$ cat src/rtl/nrdiv_pkg.sv
package nrdiv_pkg;

    typedef enum logic [1:0] {
        ST_IDLE = 2'd0,
        ST_RUN  = 2'd1,
        ST_FIX  = 2'd2
    } div_state_e;

    typedef enum logic {
        OP_SUB = 1'b0,
        OP_ADD = 1'b1
    } step_op_e;

    // A negative partial remainder is pulled back up by adding the divisor.
    function automatic step_op_e pick_op(input logic sign);
        return sign ? OP_ADD : OP_SUB;
    endfunction

    // A non-negative partial remainder after the step yields a quotient one.
    function automatic logic quotient_bit(input logic sign);
        return ~sign;
    endfunction

endpackage

$ cat src/rtl/nrdiv_ctrl.sv
module nrdiv_ctrl
    import nrdiv_pkg::*;
#(
    parameter int N = 8
) (
    input  logic clk,
    input  logic rst,
    input  logic start_i,
    input  logic zero_div_i,
    output logic load_o,
    output logic zload_o,
    output logic step_o,
    output logic fix_o,
    output logic busy_o
);
    localparam int CW = $clog2(N + 1);
    localparam logic [CW-1:0] LAST = CW'(N - 1);

    div_state_e    state_q;
    logic [CW-1:0] cnt_q;
    logic          accept;

    assign accept  = (state_q == ST_IDLE) && start_i;
    assign load_o  = accept && !zero_div_i;
    assign zload_o = accept && zero_div_i;
    assign step_o  = (state_q == ST_RUN);
    assign fix_o   = (state_q == ST_FIX);
    assign busy_o  = (state_q != ST_IDLE);

    always_ff @(posedge clk) begin
        if (rst) begin
            state_q <= ST_IDLE;
            cnt_q   <= '0;
        end else begin
            unique case (state_q)
                ST_IDLE: begin
                    cnt_q <= '0;
                    if (load_o) state_q <= ST_RUN;
                end
                ST_RUN: begin
                    cnt_q <= cnt_q + 1'b1;
                    if (cnt_q == LAST) state_q <= ST_FIX;
                end
                ST_FIX:  state_q <= ST_IDLE;
                default: state_q <= ST_IDLE;
            endcase
        end
    end

    // a step is only taken while fewer than N steps have run
    assert_step_bound_R2: assert property (@(posedge clk) disable iff (rst)
        step_o |-> (cnt_q <= LAST));

    // the correction step always follows the last shift step
    assert_fix_after_run_R2: assert property (@(posedge clk) disable iff (rst)
        (step_o && cnt_q == LAST) |=> fix_o);

    // an accepted start is only possible from the idle state
    assert_no_accept_busy_R7: assert property (@(posedge clk) disable iff (rst)
        busy_o |-> !(load_o || zload_o));

endmodule

$ cat src/rtl/nrdiv_step.sv
module nrdiv_step
    import nrdiv_pkg::*;
#(
    parameter int N = 8
) (
    input  logic [N:0]   a_i,
    input  logic [N-1:0] q_i,
    input  logic [N-1:0] m_i,
    output logic [N:0]   a_o,
    output logic [N-1:0] q_o
);
    logic [N:0] shifted;
    logic [N:0] m_ext;
    step_op_e   op;

    assign shifted = {a_i[N-1:0], q_i[N-1]};
    assign m_ext   = {1'b0, m_i};
    assign op      = pick_op(a_i[N]);

    always_comb begin
        if (op == OP_ADD) a_o = shifted + m_ext;
        else              a_o = shifted - m_ext;
        q_o = {q_i[N-2:0], quotient_bit(a_o[N])};
    end

endmodule

$ cat src/rtl/nrdiv_fix.sv
module nrdiv_fix #(
    parameter int N = 8
) (
    input  logic [N:0]   a_i,
    input  logic [N-1:0] m_i,
    output logic [N-1:0] rem_o
);
    logic [N:0] fixed;

    always_comb begin
        fixed = a_i[N] ? (a_i + {1'b0, m_i}) : a_i;
        rem_o = fixed[N-1:0];
    end

endmodule

$ cat src/rtl/nrdiv_top.sv
module nrdiv_top
    import nrdiv_pkg::*;
#(
    parameter int N = 8
) (
    input  logic         clk,
    input  logic         rst,
    input  logic         start_i,
    input  logic [N-1:0] dividend_i,
    input  logic [N-1:0] divisor_i,
    output logic         busy_o,
    output logic         done_o,
    output logic [N-1:0] quotient_o,
    output logic [N-1:0] remainder_o,
    output logic         div_zero_o
);
    logic [N:0]   a_q, a_n;
    logic [N-1:0] q_q, q_n, m_q, rem_fix;
    logic         load, zload, step, fix, zero_div;

    assign zero_div = (divisor_i == '0);

    nrdiv_ctrl #(.N(N)) u_ctrl (
        .clk(clk), .rst(rst), .start_i(start_i), .zero_div_i(zero_div),
        .load_o(load), .zload_o(zload), .step_o(step), .fix_o(fix),
        .busy_o(busy_o)
    );

    nrdiv_step #(.N(N)) u_step (
        .a_i(a_q), .q_i(q_q), .m_i(m_q), .a_o(a_n), .q_o(q_n)
    );

    nrdiv_fix #(.N(N)) u_fix (
        .a_i(a_q), .m_i(m_q), .rem_o(rem_fix)
    );

    always_ff @(posedge clk) begin
        if (rst) begin
            a_q         <= '0;
            q_q         <= '0;
            m_q         <= '0;
            done_o      <= 1'b0;
            div_zero_o  <= 1'b0;
            quotient_o  <= '0;
            remainder_o <= '0;
        end else begin
            done_o <= 1'b0;
            if (load) begin
                a_q <= '0;
                q_q <= dividend_i;
                m_q <= divisor_i;
            end
            if (zload) begin
                done_o      <= 1'b1;
                div_zero_o  <= 1'b1;
                quotient_o  <= '1;
                remainder_o <= dividend_i;
            end
            if (step) begin
                a_q <= a_n;
                q_q <= q_n;
            end
            if (fix) begin
                done_o      <= 1'b1;
                div_zero_o  <= 1'b0;
                quotient_o  <= q_q;
                remainder_o <= rem_fix;
            end
        end
    end

    // result ready and busy never overlap
    assert_done_not_busy_R2: assert property (@(posedge clk) disable iff (rst)
        !(done_o && busy_o));

    // a nonzero-divisor start while idle makes the block busy
    assert_start_busy_R2: assert property (@(posedge clk) disable iff (rst)
        (start_i && !busy_o && divisor_i != '0) |=> busy_o);

    // a normal result leaves a remainder below the divisor
    assert_rem_lt_div_R4: assert property (@(posedge clk) disable iff (rst)
        (done_o && !div_zero_o) |-> (remainder_o < m_q));

    // done is a single-cycle pulse
    assert_done_pulse_R5: assert property (@(posedge clk) disable iff (rst)
        done_o |=> !done_o);

    // a zero-divisor start completes next cycle with an all-ones quotient
    assert_zero_div_R6: assert property (@(posedge clk) disable iff (rst)
        (start_i && !busy_o && divisor_i == '0) |=>
            (done_o && div_zero_o && !busy_o && quotient_o == '1));

    // the divisor register is frozen while an operation runs
    assert_divisor_frozen_R7: assert property (@(posedge clk) disable iff (rst)
        busy_o |=> $stable(m_q));

    // results change only together with a done pulse
    assert_result_hold_R8: assert property (@(posedge clk) disable iff (rst)
        (!$stable(quotient_o) || !$stable(remainder_o) || !$stable(div_zero_o))
            |-> done_o);

endmodule

$ cat config.mk
export PLATFORM = sky130hd
export DESIGN_NAME = nrdiv_top
export DESIGN_NICKNAME = d
export VERILOG_FILES = /design/src/rtl/nrdiv_pkg.sv /design/src/rtl/nrdiv_ctrl.sv /design/src/rtl/nrdiv_step.sv /design/src/rtl/nrdiv_fix.sv /design/src/rtl/nrdiv_top.sv
export SDC_FILE = /design/constraint.sdc
export NUM_CORES = 1
export LEC_CHECK = 0
export ABC_CLOCK_PERIOD_IN_PS = 3100
export BUFFER_PORTS_ARGS = -buffer_cell sky130_fd_sc_hd__buf_2
export CORE_MARGIN = 2
export CORE_UTILIZATION = 55
export CTS_BUF_LIST = sky130_fd_sc_hd__clkbuf_4 sky130_fd_sc_hd__clkbuf_8 sky130_fd_sc_hd__clkbuf_16
export DETAILED_ROUTE_END_ITERATION = 8
export PLACE_DENSITY = 0.87
export SYNTH_ARGS = -nofsm -noshare
export SYNTH_HDL_FRONTEND = slang
export SYNTH_HIERARCHICAL = 1
export SYNTH_SLANG_ARGS = --single-unit
$ cat constraint.sdc
create_clock -name clk -period 3.1 [get_ports clk]
set_input_delay 0.62 -clock clk [delete_from_list [all_inputs] [get_ports clk]]
set_output_delay 0.62 -clock clk [all_outputs]
set_load 0.1 [all_outputs]
# Yosys cells after proc, flatten, opt, wreduce, memory -nomap -nowiden
# Cells that the tools add are included.
dict set report word_totals {
  regBits 49
  inputBits 19
  out_inout_bits 19
  word_cells 48
}
dict set report classes {
  addsub 4
  eq_ne 5
  n_mux 17
  bitwise 1
  n_reduce_logical 12
}
# cell count
set op_table {}
lappend op_table {{$mux W8} 7}
lappend op_table {{$mux W9} 3}
lappend op_table {{$add A9 B8 Y9} 1}
lappend op_table {{$sub A9 B8 Y9} 1}
lappend op_table {{$add A8 B8 Y8} 1}
lappend op_table {{$logic_not A8 Y1} 1}
lappend op_table {{$pmux W4 S2} 1}
lappend op_table {{$reduce_bool A2 Y1} 4}
lappend op_table {{$add A4 B1 Y4 const B} 1}
lappend op_table {{$eq A4 B3 Y1 const B} 1}
lappend op_table {{$mux W2} 2}
lappend op_table {{$pmux W2 S2} 1}
lappend op_table {{$logic_and A1 B1 Y1} 3}
lappend op_table {{$mux W1} 3}
lappend op_table {{$eq A2 B1 Y1 const B} 1}
lappend op_table {{$eq A2 B2 Y1 const B} 1}
lappend op_table {{$logic_not A2 Y1} 1}
lappend op_table {{$ne A2 B1 Y1 const B} 1}
lappend op_table {{$ne A2 B2 Y1 const B} 1}
lappend op_table {{$reduce_and A2 Y1} 1}
lappend op_table {{$reduce_or A2 Y1} 1}
lappend op_table {{$logic_not A1 Y1} 1}
lappend op_table {{$not A1 Y1} 1}

# Logic depth before layout (Yosys ltp)
dict set report depth {
  ltp_word 5
  depth_mapped 11
  depth_no_buf 11
}

# Cells and area by module
# The synthesis kept the hierarchy.
# mod n_inst cells_each area_each_um2 seq_area_each_um2
set modules_own_cells {}
lappend modules_own_cells {nrdiv_top 1 182 1760.4 860.8}
lappend modules_own_cells {nrdiv_step 1 79 609.3 0.0}
lappend modules_own_cells {nrdiv_fix 1 55 432.9 0.0}
lappend modules_own_cells {nrdiv_ctrl 1 31 280.3 120.1}

# Worst setup path before layout
# No wires, ideal clock.
dict set report synth_path {
  path_kind {reg-to-reg}
  start {register a_q[8]}
  end {register q_q[0]}
  setup_ns 0.086
  arrival_time_ns 2.259
  required_ns 3.014
  path_slack_ns 0.755
  stages_incl_launch_ff 11
  path_buffers 1
  synth_period_minus_slack_ns 2.345
  cell_sequence {dfxtp_1 -> clkbuf_1 -> mux2_2 -> inv_1 -> fa_1 -> nor2b_4 -> o31a_4 -> o221ai_4 -> xnor2_1 -> nor2b_1 -> a211oi_1}
}
dict set report synth_via {
  elab_chain_len 4
}
# item line
set synth_rtl {}
lappend synth_rtl {{start, declared} nrdiv_top.sv:17} ;# logic [N:0] a_q, a_n;
lappend synth_rtl {{start signal, assigned} nrdiv_top.sv:60} ;# a_q <= a_n;
lappend synth_rtl {{$mux W1} nrdiv_pkg.sv:16} ;# return sign ? OP_ADD : OP_SUB;
lappend synth_rtl {{$mux W9} nrdiv_step.sv:21} ;# if (op == OP_ADD) a_o = shifted + m_ext;
lappend synth_rtl {{$not A1 Y1} nrdiv_pkg.sv:21} ;# return ~sign;
lappend synth_rtl {{via q_n[0]} nrdiv_top.sv:18} ;# logic [N-1:0] q_q, q_n, m_q, rem_fix;
lappend synth_rtl {{$mux W8} nrdiv_top.sv:59} ;# if (step) begin
lappend synth_rtl {{end signal, assigned} nrdiv_top.sv:50} ;# q_q <= dividend_i;
lappend synth_rtl {{end signal, assigned} nrdiv_top.sv:61} ;# q_q <= q_n;
lappend synth_rtl {{end, declared} nrdiv_top.sv:18}
# The timed path passes the listed nets, and every way through them passes these cells.
# A chain may end at the register's enable or synchronous reset.

# Worst setup path after layout
dict set report layout_path {
  start {register m_q[0]}
  end {register q_q[0]}
}
dict set report layout_via {
  elab_chain_len 4
  elab_cells_between_ends 5
  classes_between {add/sub (2); mux (2); bitwise (1)}
}
# item line
set layout_rtl {}
lappend layout_rtl {{start, declared} nrdiv_top.sv:18}
lappend layout_rtl {{start signal, assigned} nrdiv_top.sv:51} ;# m_q <= divisor_i;
lappend layout_rtl {{$sub A9 B8 Y9 or $add A9 B8 Y9 (tied branches)} {nrdiv_step.sv:22, nrdiv_step.sv:21}}
lappend layout_rtl {{$mux W9 (*)} nrdiv_step.sv:21}
lappend layout_rtl {{$not A1 Y1 (*)} nrdiv_pkg.sv:21}
lappend layout_rtl {{via q_n[0]} nrdiv_top.sv:18}
lappend layout_rtl {{$mux W8 (*)} nrdiv_top.sv:59}
# Mark *: on every way through the listed nets, which the timed path passes. The rest lies on a longest branch.

==> flow_results.org <==
** GRT
- The layer flagged by global routing as most heavily used is met2.
- For this run, global-route usage on met1 was measured as 0.280.
- Routing usage on met3 :: 0.0477
- Number of antenna violations at the first check in global routing :: 0
- Vias in the first global route :: 2,422
- Global-route wire length before repair :: 11.2 mm
- Maximum number of pins on one net before global-route repair :: 50
- Global route total overflow :: 0
- In the global route stage, met2 resource usage came out at 0.379.
- All-Layer GR Usage :: 0.225

** Drt
- Routed wire length :: 6.79 mm
- For this run, the detailed router's first-pass iteration total came to 4.
- For this block, the initial DRC count from the detailed router was 165.
- Drc violations :: 0
- In this run the remaining antenna-violating nets after routing total 0.
- Post-DR vias/cell :: 5.80
- Vias after detailed routing :: 2,576
- Routed WL per cell :: 15.3 um

** Setup path
- Beginning of the worst register-to-register path :: m_q[0]$_SDFFE_PP0P_
- Signal arrival time at the worst endpoint :: 2750 ps
- Counting cells, the worst reg-to-reg path comes to 11.
- Counting both buffers and inverters, the worst setup path holds a total of 1.
- Reg-to-reg endpoint :: q_q[0]$_SDFFE_PP0P_
- The largest single stage delay on the critical path is 460 ps.
- STA classifies the critical path startpoint as a flip-flop.
- Worst setup path class :: flip-flop to flip-flop
- Required time of the critical path :: 3320 ps
- The worst setup path is captured at a flip-flop.
- Setup slack on the worst reg-to-reg path comes out at 570 ps.
- The kind of cell with the highest combined delay along the critical path is compound AO/OA/AOI/OAI gates.
- Along the worst path, the maximum fanout reaches 5.
- Critical-path cell with the highest stage delay :: sky130_fd_sc_hd__dfxtp_1
- Ordered list of cells on the worst path :: inv_1 -> ha_1 -> nor2_1 -> xnor2_1 -> ha_1 -> nor2b_4 -> o31a_4 -> o221ai_4 -> xnor2_1 -> nor2b_1 -> a211oi_1

** Worst hold path
- For hold timing, the worst endpoint is div_zero_o$_SDFFE_PP0P_.
- Worst min path class :: flip-flop to flip-flop
- Number of instances on the worst hold path :: 2
- Startpoint of the most critical hold path :: div_zero_o$_SDFFE_PP0P_

** Layout
- Summing all flip-flop and latch instances after layout gives 981 um2.
- The library cell used most frequently in the layout, excluding fill and tap cells, is sky130_fd_sc_hd__dfxtp_1.
- Final Instance Count excl. Fillers :: 444
- In the final layout, the multi-input gates occupy 0.00191 mm2.
- In the final layout, the share of cells above drive strength 1 is 0.188.
- Total number of nets in the final design :: 409
- After filler insertion, the fill cell instance count of the layout stands at 474.
- The library cells used most frequently in the layout, excluding fill and tap cells, are sky130_fd_sc_hd__dfxtp_1 (49), sky130_fd_sc_hd__buf_2 (37), sky130_fd_sc_hd__mux2i_1 (27), sky130_fd_sc_hd__nor2b_1 (27).
- Area growth from synthesis to final layout :: 8.40%
- Fraction of the core area covered by cells at the end of the flow :: 0.611
- After routing the design area is 0.00334 mm2.
- 0 antenna diodes ended up in the layout.

** Clock network
- Clock Sinks :: 49
- Number of buffers inserted during clock tree synthesis :: 5
- At the later pin of the worst-skew pair, clock insertion delay measures 300 ps.
- Depth of the CTS H-tree :: 2
- The longest clock path from root to sink contains 2 buffers.
- The number of hold buffers added after CTS was 0.
- In this run the post-CTS setup repair buffer count came out at 0.
- Clock tree from TritonCTS :: yes
- Register clock-pin slew on the reported worst setup and hold paths :: 100 ps
- The tree is rooted in a sky130_fd_sc_hd__clkbuf_8.
- Resized cells post-CTS :: 0

** Yosys
- For this run, asynchronously set or reset flops after synthesis account for 0.
- Counting every instance in the synthesized netlist gives 347.
- Post-Synthesis Cell Area :: 0.00308 mm2
- Dividing the synthesized area by the synthesized cell count gives 8.88 um2.
- Synthesis produced a netlist with a net count of 385.
- Netlist cell types :: 51
- For this run, the leading register cell type out of synthesis is sky130_fd_sc_hd__dfxtp_1.
- Counting flops with a built-in enable in the synthesized netlist gives 0.
- After synthesis the netlist holds a flip-flop and latch count of 49.
- During synthesis, Yosys emitted a total of 6 warnings.
- Share of synthesized area occupied by flip-flops and latches :: 0.318

** Die
- Initial core utilization :: 0.563
- Rows :: 27
- The total area inside the core boundary comes to 0.00547 mm2.
- I/O pins :: 38
- DIE HEIGHT :: 78.9 um
- Area of the die :: 0.00622 mm2
- Horizontal die dimension :: 78.9 um

** Timing
- Of the available clock period, the critical path in the final layout requires 0.816.
- Minimum clock period after layout :: 2530 ps
- Final-report hold violation count :: 0
- The number of max-slew violations in the final report came to 0.
- Based on the critical path, the design can be clocked at up to 0.395 GHz.
- At the pin with the least slew margin, the transition time is 1110 ps.
- Final worst setup slack :: 571 ps
- Largest clock skew in the final design :: 4.34 ps
- Slew headroom :: 0.256
- Setup total negative slack on the finished layout was measured at 0 ps.
- Setup violations remaining at the end of the flow were counted as 0.
- Setup repair after global routing left no endpoint under its margin.

** Placed design
- The wire-length estimate of the detail-placed layout is 4.94 mm.
- The placed instances occupy a cell area of 0.00325 mm2.
- After detailed placement, the design holds a cell count of 436.
- At the end of routability-driven placement, the weighted congestion stood at 0.872.
- Worst slack at placement :: 464 ps
- Buffers placed on the I/O ports in this run total 37.

** Status
- Result of the run :: finished clean

** Job
- The tool flagged a number of max-cap violations equal to 0.

** Power and ir drop
- Power spread over the standard cell area amounts to 452 mW/mm2.
- For this design the static power due to leakage is 1.41 nW.
- Worst VDD drop :: 368 uV
-- registers in the layout (all words and copies together), names as in the netlist --
| signal | flops |
|---|---|
| a_q | 9 |
| div_zero_o | 1 |
| done_o | 1 |
| m_q | 8 |
| q_q | 8 |
| quotient_o | 8 |
| remainder_o | 8 |
| u_ctrl/cnt_q | 4 |
| u_ctrl/state_q | 2 |
-- layout make-up --
cell class | count | share of cell area
Sequential cell | 49 | 0.294
Inverter | 17 | 0.0191
Clock buffer | 5 | 0.0206
Tap cell | 72 | 0.0270
Multi-Input combinational cell | 258 | 0.571
Clock inverter | 3 | 0.00674
Timing Repair Buffer | 40 | 0.0621
-- kinds of logic after synthesis --
logic type	count (synthesis)	share of synthesized area
multiplexers	31	0.103
AND/OR/NAND/NOR	118	0.213
adder cells (fa/ha/maj)	19	0.0820
buffers and inverters	40	0.0645
XOR/XNOR	16	0.0479
flip-flops	49	0.318
AO/OA/AOI/OAI	74	0.171
-- worst max-delay path by stage --
stage | start | depth (start not counted) | endpoint | slack (ps)
finish | m_q[0]$_SDFFE_PP0P_ | 11 | q_q[0]$_SDFFE_PP0P_ | 570
global route | m_q[1]$_SDFFE_PP0P_ | 11 | q_q[0]$_SDFFE_PP0P_ | 390
CTS | m_q[1]$_SDFFE_PP0P_ | 11 | q_q[0]$_SDFFE_PP0P_ | 570
detailed placement | divisor_i[3] | 6 | remainder_o[7]$_SDFFE_PP0P_ | 460
global placement | divisor_i[3] | 6 | remainder_o[1]$_SDFFE_PP0P_ | 520
floorplan | a_q[8]$_SDFFE_PP0P_ | 10 | q_q[0]$_SDFFE_PP0P_ | 760
-- cell usage after synthesis (2+ instances only) --
| cell | n | area share |
|---|---|---|
| sky130_fd_sc_hd__a211oi_1 | 19 | 0.046 |
| sky130_fd_sc_hd__a21o_1 | 4 | 0.0097 |
| sky130_fd_sc_hd__a21oi_1 | 19 | 0.031 |
| sky130_fd_sc_hd__a22oi_1 | 2 | 0.0049 |
| sky130_fd_sc_hd__a31oi_1 | 4 | 0.0081 |
| sky130_fd_sc_hd__buf_2 | 3 | 0.0049 |
| sky130_fd_sc_hd__buf_4 | 8 | 0.019 |
| sky130_fd_sc_hd__buf_6 | 2 | 0.0073 |
| sky130_fd_sc_hd__clkbuf_1 | 10 | 0.012 |
| sky130_fd_sc_hd__dfxtp_1 | 49 | 0.32 |
| sky130_fd_sc_hd__fa_1 | 2 | 0.013 |
| sky130_fd_sc_hd__ha_1 | 17 | 0.069 |
| sky130_fd_sc_hd__inv_1 | 15 | 0.018 |
| sky130_fd_sc_hd__inv_2 | 2 | 0.0024 |
| sky130_fd_sc_hd__mux2_2 | 3 | 0.011 |
| sky130_fd_sc_hd__mux2i_1 | 27 | 0.088 |
| sky130_fd_sc_hd__nand2_1 | 15 | 0.018 |
| sky130_fd_sc_hd__nand3_1 | 2 | 0.0032 |
| sky130_fd_sc_hd__nand3b_1 | 2 | 0.0049 |
| sky130_fd_sc_hd__nor2_1 | 25 | 0.030 |
| sky130_fd_sc_hd__nor2b_1 | 27 | 0.055 |
| sky130_fd_sc_hd__nor3_1 | 25 | 0.041 |
| sky130_fd_sc_hd__nor3b_1 | 3 | 0.0073 |
| sky130_fd_sc_hd__o21a_1 | 3 | 0.0073 |
| sky130_fd_sc_hd__o21ai_0 | 8 | 0.013 |
| sky130_fd_sc_hd__o21bai_1 | 3 | 0.0073 |
| sky130_fd_sc_hd__o31a_1 | 2 | 0.0057 |
| sky130_fd_sc_hd__o31ai_1 | 2 | 0.0049 |
| sky130_fd_sc_hd__or3b_1 | 4 | 0.011 |
| sky130_fd_sc_hd__or3b_2 | 5 | 0.014 |
| sky130_fd_sc_hd__or4_1 | 2 | 0.0049 |
| sky130_fd_sc_hd__xnor2_1 | 9 | 0.026 |
| sky130_fd_sc_hd__xor2_1 | 6 | 0.017 |
-- worst register-to-register path: stages (launching register included) --
cell and delay, ps:
sky130_fd_sc_hd__dfxtp_1 460, sky130_fd_sc_hd__inv_1 70, sky130_fd_sc_hd__ha_1 250, sky130_fd_sc_hd__nor2_1 140, sky130_fd_sc_hd__xnor2_1 140, sky130_fd_sc_hd__ha_1 300, sky130_fd_sc_hd__nor2b_4 150, sky130_fd_sc_hd__o31a_4 300
sky130_fd_sc_hd__o221ai_4 220, sky130_fd_sc_hd__xnor2_1 150, sky130_fd_sc_hd__nor2b_1 70, sky130_fd_sc_hd__a211oi_1 190
-- per-stage QoR --
step	total power, mW	hold slack, ps
after floorplan	1.05	452
after global placement	1.11	474
after detailed placement	1.12	489
after CTS	1.51	502
after global routing	1.58	550
final	1.51	503
-- report_power, final --
group	internal [mW]	switching, mW	total (mW)
combinational	0.183	0.229	0.412
clock	0.161	0.233	0.393
sequential	0.661	0.0431	0.704
-- metal layers --
| layer | routed length, um | vias to the layer above |
|---|---|---|
| met5 | 0 | - |
| met4 | 157 | 0 |
| li1 | - | 1279 |
| met2 | 3380 | 63 |
| met3 | 305 | 13 |
| met1 | 2940 | 1221 |
No activity file was read; power rests on OpenSTA's default activity.
